File: config.mk
export PLATFORM = sky130hd
export DESIGN_NAME = adc_track_seq
export DESIGN_NICKNAME = d
export VERILOG_FILES = /design/src/rtl/adc_seq_pkg.sv /design/src/rtl/adc_sar_tick.sv /design/src/rtl/adc_pin_sync.sv /design/src/rtl/adc_trig_sel.sv /design/src/rtl/adc_seq_fsm.sv /design/src/rtl/adc_track_seq.sv
export SDC_FILE = /design/constraint.sdc
export NUM_CORES = 1
export LEC_CHECK = 0
export CAP_MARGIN = 30
export CORE_UTILIZATION = 40
export CTS_CLUSTER_SIZE = 28
export DETAILED_ROUTE_END_ITERATION = 10
export PLACE_DENSITY = 0.77
export SLEW_MARGIN = 20
export SYNTH_ARGS = -nofsm -noshare
export SYNTH_HDL_FRONTEND = slang
export SYNTH_HIERARCHICAL = 1
export SYNTH_SLANG_ARGS = --single-unit
export TNS_END_PERCENT = 5
File: constraint.sdc
create_clock -name clk -period 3.65 [get_ports clk]
set_input_delay 0.73 -clock clk [delete_from_list [all_inputs] [get_ports clk]]
set_output_delay 0.73 -clock clk [all_outputs]
set_load 0.02 [all_outputs]
File: src/rtl/adc_seq_pkg.sv
package adc_seq_pkg;

    typedef enum logic [1:0] {
        SRC_SOFT  = 2'd0,
        SRC_TMR_A = 2'd1,
        SRC_TMR_B = 2'd2,
        SRC_PIN   = 2'd3
    } trig_src_e;

    typedef enum logic [1:0] {
        ST_IDLE  = 2'd0,
        ST_TRACK = 2'd1,
        ST_CONV  = 2'd2
    } seq_state_e;

    // fixed pre-conversion window of the low-power mode, in SAR ticks
    localparam int unsigned LP_TRACK_CLKS = 3;

    typedef struct packed {
        logic lo_ovf;
        logic hi_ovf;
        logic wide;
    } tmr_ovf_t;

    // a timer in 16-bit mode starts on its upper-byte overflow
    function automatic logic tmr_pick(input tmr_ovf_t t);
        return t.wide ? t.hi_ovf : t.lo_ovf;
    endfunction

endpackage

File: src/rtl/adc_sar_tick.sv
module adc_sar_tick #(
    parameter int unsigned DIV_W = 8
) (
    input  logic             clk,
    input  logic             rst,
    input  logic [DIV_W-1:0] div,
    input  logic             restart,
    output logic             tick
);
    logic [DIV_W-1:0] cnt;

    assign tick = (cnt >= div);

    always_ff @(posedge clk) begin
        if (rst || restart || tick) cnt <= '0;
        else                        cnt <= cnt + 1'b1;
    end

    assert_tick_wraps_R7: assert property (@(posedge clk) disable iff (rst)
        tick |=> (cnt == '0));

endmodule

File: src/rtl/adc_pin_sync.sv
module adc_pin_sync (
    input  logic clk,
    input  logic rst,
    input  logic pin,
    output logic level,
    output logic rise
);
    logic s1, s2, s3;

    always_ff @(posedge clk) begin
        if (rst) begin
            s1 <= 1'b0;
            s2 <= 1'b0;
            s3 <= 1'b0;
        end else begin
            s1 <= pin;
            s2 <= s1;
            s3 <= s2;
        end
    end

    assign level = s2;
    assign rise  = s2 & ~s3;

    assert_rise_single_R5: assert property (@(posedge clk) disable iff (rst)
        rise |=> !rise);

endmodule

File: src/rtl/adc_trig_sel.sv
module adc_trig_sel
    import adc_seq_pkg::*;
(
    input  trig_src_e src,
    input  logic      sw_start,
    input  tmr_ovf_t  tmr_a,
    input  tmr_ovf_t  tmr_b,
    input  logic      pin_rise,
    output logic      trig
);
    always_comb begin
        unique case (src)
            SRC_SOFT:  trig = sw_start;
            SRC_TMR_A: trig = tmr_pick(tmr_a);
            SRC_TMR_B: trig = tmr_pick(tmr_b);
            SRC_PIN:   trig = pin_rise;
            default:   trig = 1'b0;
        endcase
    end

endmodule

File: src/rtl/adc_seq_fsm.sv
module adc_seq_fsm
    import adc_seq_pkg::*;
#(
    parameter int unsigned RES_W     = 10,
    parameter int unsigned CONV_CLKS = 12
) (
    input  logic             clk,
    input  logic             rst,
    input  logic             trig,
    input  logic             tick,
    input  logic             lp_mode,
    input  logic             pin_src,
    input  logic             pin_level,
    input  logic             sleep,
    input  logic [RES_W-1:0] sar_data,
    input  logic             flag_clr,
    output logic             accept,
    output logic             track_en,
    output logic             conv_strobe,
    output logic [RES_W-1:0] result,
    output logic             done_flag,
    output logic             busy
);
    localparam int unsigned CNT_W = (CONV_CLKS > 4) ? $clog2(CONV_CLKS) : 2;
    localparam logic [CNT_W-1:0] CONV_LAST  = CNT_W'(CONV_CLKS - 1);
    localparam logic [CNT_W-1:0] TRACK_LAST = CNT_W'(LP_TRACK_CLKS - 1);

    seq_state_e       state;
    logic [CNT_W-1:0] cnt;
    logic             to_track, track_done, complete, trk_raw;

    assign accept     = (state == ST_IDLE) && trig;
    assign to_track   = lp_mode && !pin_src;
    assign track_done = (state == ST_TRACK) && tick && (cnt == TRACK_LAST);
    assign complete   = (state == ST_CONV) && tick && (cnt == CONV_LAST);
    assign busy       = (state != ST_IDLE);

    always_ff @(posedge clk) begin
        if (rst) begin
            state       <= ST_IDLE;
            cnt         <= '0;
            conv_strobe <= 1'b0;
        end else begin
            conv_strobe <= 1'b0;
            unique case (state)
                ST_IDLE: if (accept) begin
                    cnt <= '0;
                    if (to_track) begin
                        state <= ST_TRACK;
                    end else begin
                        state       <= ST_CONV;
                        conv_strobe <= 1'b1;
                    end
                end
                ST_TRACK: if (tick) begin
                    if (track_done) begin
                        state       <= ST_CONV;
                        cnt         <= '0;
                        conv_strobe <= 1'b1;
                    end else begin
                        cnt <= cnt + 1'b1;
                    end
                end
                ST_CONV: if (tick) begin
                    if (complete) begin
                        state <= ST_IDLE;
                        cnt   <= '0;
                    end else begin
                        cnt <= cnt + 1'b1;
                    end
                end
                default: state <= ST_IDLE;
            endcase
        end
    end

    always_ff @(posedge clk) begin
        if (rst) begin
            result    <= '0;
            done_flag <= 1'b0;
        end else begin
            if (complete) result <= sar_data;
            if (complete)      done_flag <= 1'b1;
            else if (flag_clr) done_flag <= 1'b0;
        end
    end

    always_comb begin
        if (!lp_mode)     trk_raw = (state != ST_CONV);
        else if (pin_src) trk_raw = (state == ST_IDLE) && !pin_level;
        else              trk_raw = (state == ST_TRACK);
    end
    assign track_en = trk_raw && !sleep;

    assert_flag_sticky_R9: assert property (@(posedge clk) disable iff (rst)
        (done_flag && !flag_clr) |=> done_flag);
    assert_set_wins_R9: assert property (@(posedge clk) disable iff (rst)
        complete |=> done_flag);
    assert_result_hold_R7: assert property (@(posedge clk) disable iff (rst)
        !complete |=> $stable(result));
    assert_hold_in_conv_R3: assert property (@(posedge clk) disable iff (rst)
        (state == ST_CONV) |-> !track_en);
    assert_busy_drops_trig_R8: assert property (@(posedge clk) disable iff (rst)
        (busy && trig && !track_done && !complete) |=> busy);
    assert_strobe_single_R11: assert property (@(posedge clk) disable iff (rst)
        conv_strobe |=> !conv_strobe);
    assert_track_window_R4: assert property (@(posedge clk) disable iff (rst)
        (state == ST_TRACK) |-> (cnt < CNT_W'(LP_TRACK_CLKS)));

endmodule

File: src/rtl/adc_track_seq.sv
module adc_track_seq
    import adc_seq_pkg::*;
#(
    parameter int unsigned RES_W     = 10,
    parameter int unsigned CONV_CLKS = 12,
    parameter int unsigned DIV_W     = 8
) (
    input  logic             clk,
    input  logic             rst,
    input  logic [DIV_W-1:0] sar_div,
    input  logic [1:0]       trig_sel,
    input  logic             lp_mode,
    input  logic             sleep,
    input  logic             sw_start,
    input  logic             tmr_a_lo_ovf,
    input  logic             tmr_a_hi_ovf,
    input  logic             tmr_a_wide,
    input  logic             tmr_b_lo_ovf,
    input  logic             tmr_b_hi_ovf,
    input  logic             tmr_b_wide,
    input  logic             cnv_pin,
    input  logic [RES_W-1:0] sar_data,
    input  logic             flag_clr,
    output logic             track_en,
    output logic             conv_strobe,
    output logic [RES_W-1:0] result,
    output logic             done_flag,
    output logic             busy
);
    trig_src_e src;
    tmr_ovf_t  ta, tb;
    logic      pin_level, pin_rise, trig, tick, accept;

    assign src = trig_src_e'(trig_sel);
    assign ta  = '{lo_ovf: tmr_a_lo_ovf, hi_ovf: tmr_a_hi_ovf, wide: tmr_a_wide};
    assign tb  = '{lo_ovf: tmr_b_lo_ovf, hi_ovf: tmr_b_hi_ovf, wide: tmr_b_wide};

    adc_pin_sync u_sync (
        .clk(clk), .rst(rst), .pin(cnv_pin), .level(pin_level), .rise(pin_rise)
    );

    adc_trig_sel u_sel (
        .src(src), .sw_start(sw_start), .tmr_a(ta), .tmr_b(tb),
        .pin_rise(pin_rise), .trig(trig)
    );

    adc_sar_tick #(.DIV_W(DIV_W)) u_tick (
        .clk(clk), .rst(rst), .div(sar_div), .restart(accept), .tick(tick)
    );

    adc_seq_fsm #(.RES_W(RES_W), .CONV_CLKS(CONV_CLKS)) u_fsm (
        .clk(clk), .rst(rst), .trig(trig), .tick(tick), .lp_mode(lp_mode),
        .pin_src(src == SRC_PIN), .pin_level(pin_level), .sleep(sleep),
        .sar_data(sar_data), .flag_clr(flag_clr), .accept(accept),
        .track_en(track_en), .conv_strobe(conv_strobe), .result(result),
        .done_flag(done_flag), .busy(busy)
    );

endmodule

[After elaboration in Yosys (flattened, before gate mapping)]
Cells that the tools add are included.
Word-level totals
  register bits after elaboration: 29
  input bits: 33
  logic and storage cells: 72
Operators by class
  add/sub/neg operators: 2
  order comparisons: 1
  equality and inequality tests: 13
  muxes and demuxes: 25
  bitwise logic cells: 2
  reductions and logical operators: 20
Operators with widths (number)
  4-bit 2-to-1 mux: 5
  2-bit 2-to-1 mux: 6
  4-bit case mux with 3 select lines: 1
  1-bit 2-to-1 mux: 10
  8-bit by 1-bit adder with 8-bit output, second input constant: 1
  8-bit greater-or-equal comparator: 1
  1-bit logical AND: 8
  2-bit by 1-bit != test with 1-bit output, second input constant: 4
  2-bit equality test, second input constant: 3
  2-bit case mux with 3 select lines: 1
  5-bit AND reduction: 1
  4-bit by 1-bit adder with 4-bit output, second input constant: 1
  2-bit by 1-bit equality test with 1-bit output, second input constant: 2
  4-bit by 2-bit equality test with 1-bit output, second input constant: 1
  4-bit equality test, second input constant: 1
  2-bit zero test: 2
  2-bit != test, second input constant: 2
  1-bit case mux with 4 select lines: 1
  4-bit AND reduction: 1
  2-bit nonzero test: 2
  1-bit zero test: 3
  3-bit nonzero test: 1
  1-bit logical OR: 2
  1-bit case mux with 2 select lines: 1
  2 further kinds: 2

[Depth between registers and ports, before layout]
  depth in word-level cells: 6
  mapped depth: 11

[Cells and area by module]
The synthesis kept the hierarchy.
Modules (own cells, without submodules)
  adc_seq_fsm: times used 1, cells each 108, area each 895.9 sq um
  adc_sar_tick: times used 1, cells each 59, area each 549.3 sq um
  adc_pin_sync: times used 1, cells each 7, area each 87.6 sq um
  adc_trig_sel: times used 1, cells each 3, area each 45.0 sq um
  adc_track_seq: times used 1, cells each 1, area each 6.3 sq um

[Worst setup path before layout]
OpenSTA, ideal clock, no wires.
  path type: input -> register
  from: input port sar_div[7]
  to: register u_fsm.state[0]
  library setup time: 87 ps
  arrival: 2637 ps
  data required time: 3563 ps
  slack: 926 ps
  stages: 9
  path buffers: 0
  cells stage by stage: inv_1 > ha_1 > nand4_1 > or3_1 > nand2_1 > and4bb_2 > o221a_4 > or4b_1 > o31ai_1
Between the ends
  word-level cells in the longest chain between the ends: 5
RTL lines
  start, declared: RTL line adc_track_seq.sv:10  | input logic [DIV_W-1:0] sar_div,
  8-bit greater-or-equal comparator (*): RTL line adc_sar_tick.sv:12  | assign tick = (cnt >= div);
  net tick: RTL line adc_track_seq.sv:32  | logic pin_level, pin_rise, trig, tick, accept;
  1-bit logical AND (on tied branches) (2 in a row): RTL line adc_seq_fsm.sv:35, adc_seq_fsm.sv:34
  2-bit by 1-bit != test with 1-bit output (no line)
  5-bit AND reduction (no line) (*)
  end signal, assigned: RTL line adc_seq_fsm.sv:40  | state <= ST_IDLE;
  end signal, assigned: RTL line adc_seq_fsm.sv:49  | state <= ST_TRACK;
  end signal, assigned: RTL line adc_seq_fsm.sv:51  | state <= ST_CONV;
  end, declared: RTL line adc_seq_fsm.sv:28  | seq_state_e state;
Mark *: on every way through the listed nets, which the timed path passes. The rest lies on a longest branch.
A chain may end at the register's enable or synchronous reset.

[Worst setup path in the final report]
  from: input port trig_sel[0]
  to: output port track_en
Between the ends
  word-level cells in the longest chain between the ends: 4
RTL lines
  start, declared: RTL line adc_track_seq.sv:11  | input logic [1:0] trig_sel,
  2-bit equality test: RTL line adc_track_seq.sv:53  | .pin_src(src == SRC_PIN), .pin_level(pin_level), .sleep(sleep),
  1-bit 2-to-1 mux: RTL line adc_seq_fsm.sv:90  | else if (pin_src) trk_raw = (state == ST_IDLE) && !pin_level;
  1-bit 2-to-1 mux: RTL line adc_seq_fsm.sv:89  | if (!lp_mode) trk_raw = (state != ST_CONV);
  1-bit logical AND: RTL line adc_seq_fsm.sv:93  | assign track_en = trk_raw && !sleep;
  end, declared: RTL line adc_track_seq.sv:24  | output logic track_en,
No other way between the ends.

==> metrics.txt <==
Power Internal roughly 0.00065 W; Clock Path Buffers 2; M3 GR Usage between 5 and 6%; PwrDens 426 nW/um^2; CTS Hold Bufs 0; Synthesized Nets ~230; DRC Markers 0; Synth Register Bits 29; worst-path cell with the longest stage delay clkdlybuf4s50_1; Worst Path Required between 2000 and 3000 ps; ys flop type dfxtp_1; post-DP HPWL approximately 2.5 mm; Hold Fails Final Rpt 0; Crit path largest cell delay around 650 ps; worst setup margin 509 ps; Hold Crit Start u_sync/s1$_SDFF_PP0_; Syn Area/Cell 8.90 sq um; global-route wire length before repair between 5 and 6 mm; arrival time of the worst setup path ~2400 ps; cell count after synthesis 178; crit-path max FO 3; Combinational Power Share a little under a third; # resized after CTS 0; Pre-Repair DR Iteration Count 4; status finished clean; Post-CTS Setup Inserts 0; Final setup viols 0; CP Launch Type primary input; port bufs 46; antenna violations before repair 0; busiest grt layer met2; post-synthesis sequential area ratio between 30% and 40%; Seq pwr share about 38%; Final GP Congestion slightly below 0.8; Peak VDD IR roughly 0.20 mV; CTS tree built; DRT antenna net count 0; Post-Syn Area 1580 sq um; Setup Crit Path Kind in2out; Final Util around three fifths; Setup TNS 0 ps; Die Width roughly 65 microns; Hold WC Path Type reg2reg; Worst-path clk slew roughly 60 ps; cell row count 22; largest net degree at the start of global routing 24; Synth async-reset ratio 0%; Clock Power Share about 31%; H-tree levels 2; CTS sink count 29; final net count 276; Root Buffer clkbuf_8; Final Cell Area ~2200 sq um; Max-Cap Viols 0; Inserted Clock Buffers 5; RSZ-0062 raised after global routing false; post-DR vias/cell around 5; Routed WL per cell approximately 12 microns; Reg-to-Reg Start u_tick/cnt[0]$_SDFF_PP0_; Critical Path Start trig_sel[0]; EDFF count, synth 0; reg2reg setup slack ~900 ps; die area about 4200 sq um; CP dominant cell by count clkdlybuf4s50_1; aggregate routed wire length 3.32 mm; worst slack, placed between 200 and 300 ps; Crit. End Element primary output; Max Freq roughly 320 MHz; DRC violation total after the first TritonRoute iteration a little over 80; Tot GR Track Use between 15 and 20%; worst-path cell chain clkdlybuf4s50_1 > and2_1 > nand2b_1 > a311oi_1 > clkdlybuf4s50_1; Hold Slack around 450 ps; Switch Pwr between 0.0002 and 0.0003 W; core area 3720 sq um; fin. max-slew vios 0; met2 Usage GRT 30.3%; GRT met1 Usage a little over a fifth; die height about 65 microns; Synth cell types between 40 and 50; Diodes inserted 0; worst skew pair latency about 280 ps; Vias 1391; initial cell density of the core 42.6%; Worst Skew 3.29 ps; share of cells above drive strength 1 roughly a tenth; Max transition margin between 60 and 70%; Worst-Margin Slew between 500 and 600 ps; crit share post-route around 86%; Ys Warns 6; most common cell after layout, fill and taps aside clkdlybuf4s50_1; min Tclk post-route 3140 ps; area post-placement 2100 sq um; Layout area overhead 38.8%; Ports between 40 and 50; GR Overflow Total 0; switch share around 31%; most frequent cells in the layout clkdlybuf4s50_1 (46), dfxtp_1 (29), nand3_1 (19); vias in the first global route ~1400; leak pwr 0.864 nW
==> sequential cells by signal, summed over array words and instances (netlist names) <==
register and cells:
u_fsm/done_flag 1, u_tick/cnt 8, u_sync/s1 1, u_fsm/conv_strobe 1, u_sync/s3 1, u_fsm/result 10
u_sync/level 1, u_fsm/state 2, u_fsm/cnt 4
==> final cells by class <==
cell class / instances / area [sq um]
clock buffers: 7 / 96.3
clock inverters: 1 / 5.00
fillers: 333 / 1520
inverters: 14 / 52.6
multi-input cells: 130 / 928
flip-flops and latches: 29 / 581
well taps: 48 / 60.1
repair buffers: 48 / 475
==> kinds of logic (layout without fill, tap and decap cells) <==
kind of cell | count (synthesis) | in the layout | share of synthesized area [%]
and+or+nand+nor | 77 | 77 | 26.1
AOI/OAI and AO/OA | 29 | 29 | 14.5
muxes | 3 | 3 | 2.84
adders and majority gates | 15 | 15 | 11.8
DFF | 29 | 29 | 36.7
xor gates and xnor gates | 6 | 6 | 3.32
buffers and inverters | 19 | 70 | 4.74
==> critical path, delay by kind of cell <==
family,cells,cell delay (ps)
AND/OR/NAND/NOR,2,330
buffers and inverters,2,1090
AO/OA/AOI/OAI,1,260
==> Yosys cell counts (2+ instances only) <==
library cell | instances | area [sq um]
a211oi_1 | 2 | 15.0
a21oi_1 | 14 | 70.1
a31oi_1 | 2 | 12.5
and2_1 | 2 | 12.5
and3_1 | 2 | 12.5
clkbuf_1 | 4 | 15.0
dfxtp_1 | 29 | 581
ha_1 | 15 | 188
inv_1 | 14 | 52.6
mux2_1 | 2 | 22.5
nand2_1 | 18 | 67.6
nand2b_1 | 3 | 18.8
nand3_1 | 19 | 95.1
nand3b_1 | 3 | 22.5
nor2_1 | 12 | 45.0
nor2b_1 | 4 | 25.0
or2b_1 | 2 | 15.0
or3_1 | 2 | 12.5
xor2_1 | 5 | 43.8
==> per-layer routing <==
| metal | routed length [microns] | vias to the layer above |
|---|---|---|
| li1 | - | 719 |
| met1 | 1520 | 624 |
| met2 | 1540 | 44 |
| met3 | 203 | 4 |
| met4 | 51 | 0 |
| met5 | 0 | - |
==> worst paths after layout <==
| kind | endpoint | cells after the start |
|---|---|---|
| hold reg to reg | u_sync/level$_SDFF_PP0_ | 1 |
| hold / removal | u_sync/level$_SDFF_PP0_ | 1 |
| setup reg to reg | u_fsm/cnt[2]$_SDFFE_PP0P_ | 10 |
| setup / recovery | track_en | 5 |
==> power groups by stage <==
stage / clock (W) / sequential, W / combinational [W]
global placement: 0 / 0.000359 / 0.000292
CTS: 0.000294 / 0.000352 / 0.000297
global route: 0.000310 / 0.000355 / 0.000331
detailed placement: 0 / 0.000359 / 0.000293
floorplan: 0 / 0.000356 / 0.000197
finish: 0.000286 / 0.000352 / 0.000298
==> metrics by stage <==
stage | total power, W | std cells
2_1_floorplan | 0.000553 | 178
3_3_place_gp | 0.000651 | 269
3_5_place_dp | 0.000652 | 269
4_1_cts | 0.000942 | 277
5_1_grt | 0.000996 | 277
6_report | 0.000936 | 277
Power figures use the tool's default switching activity.
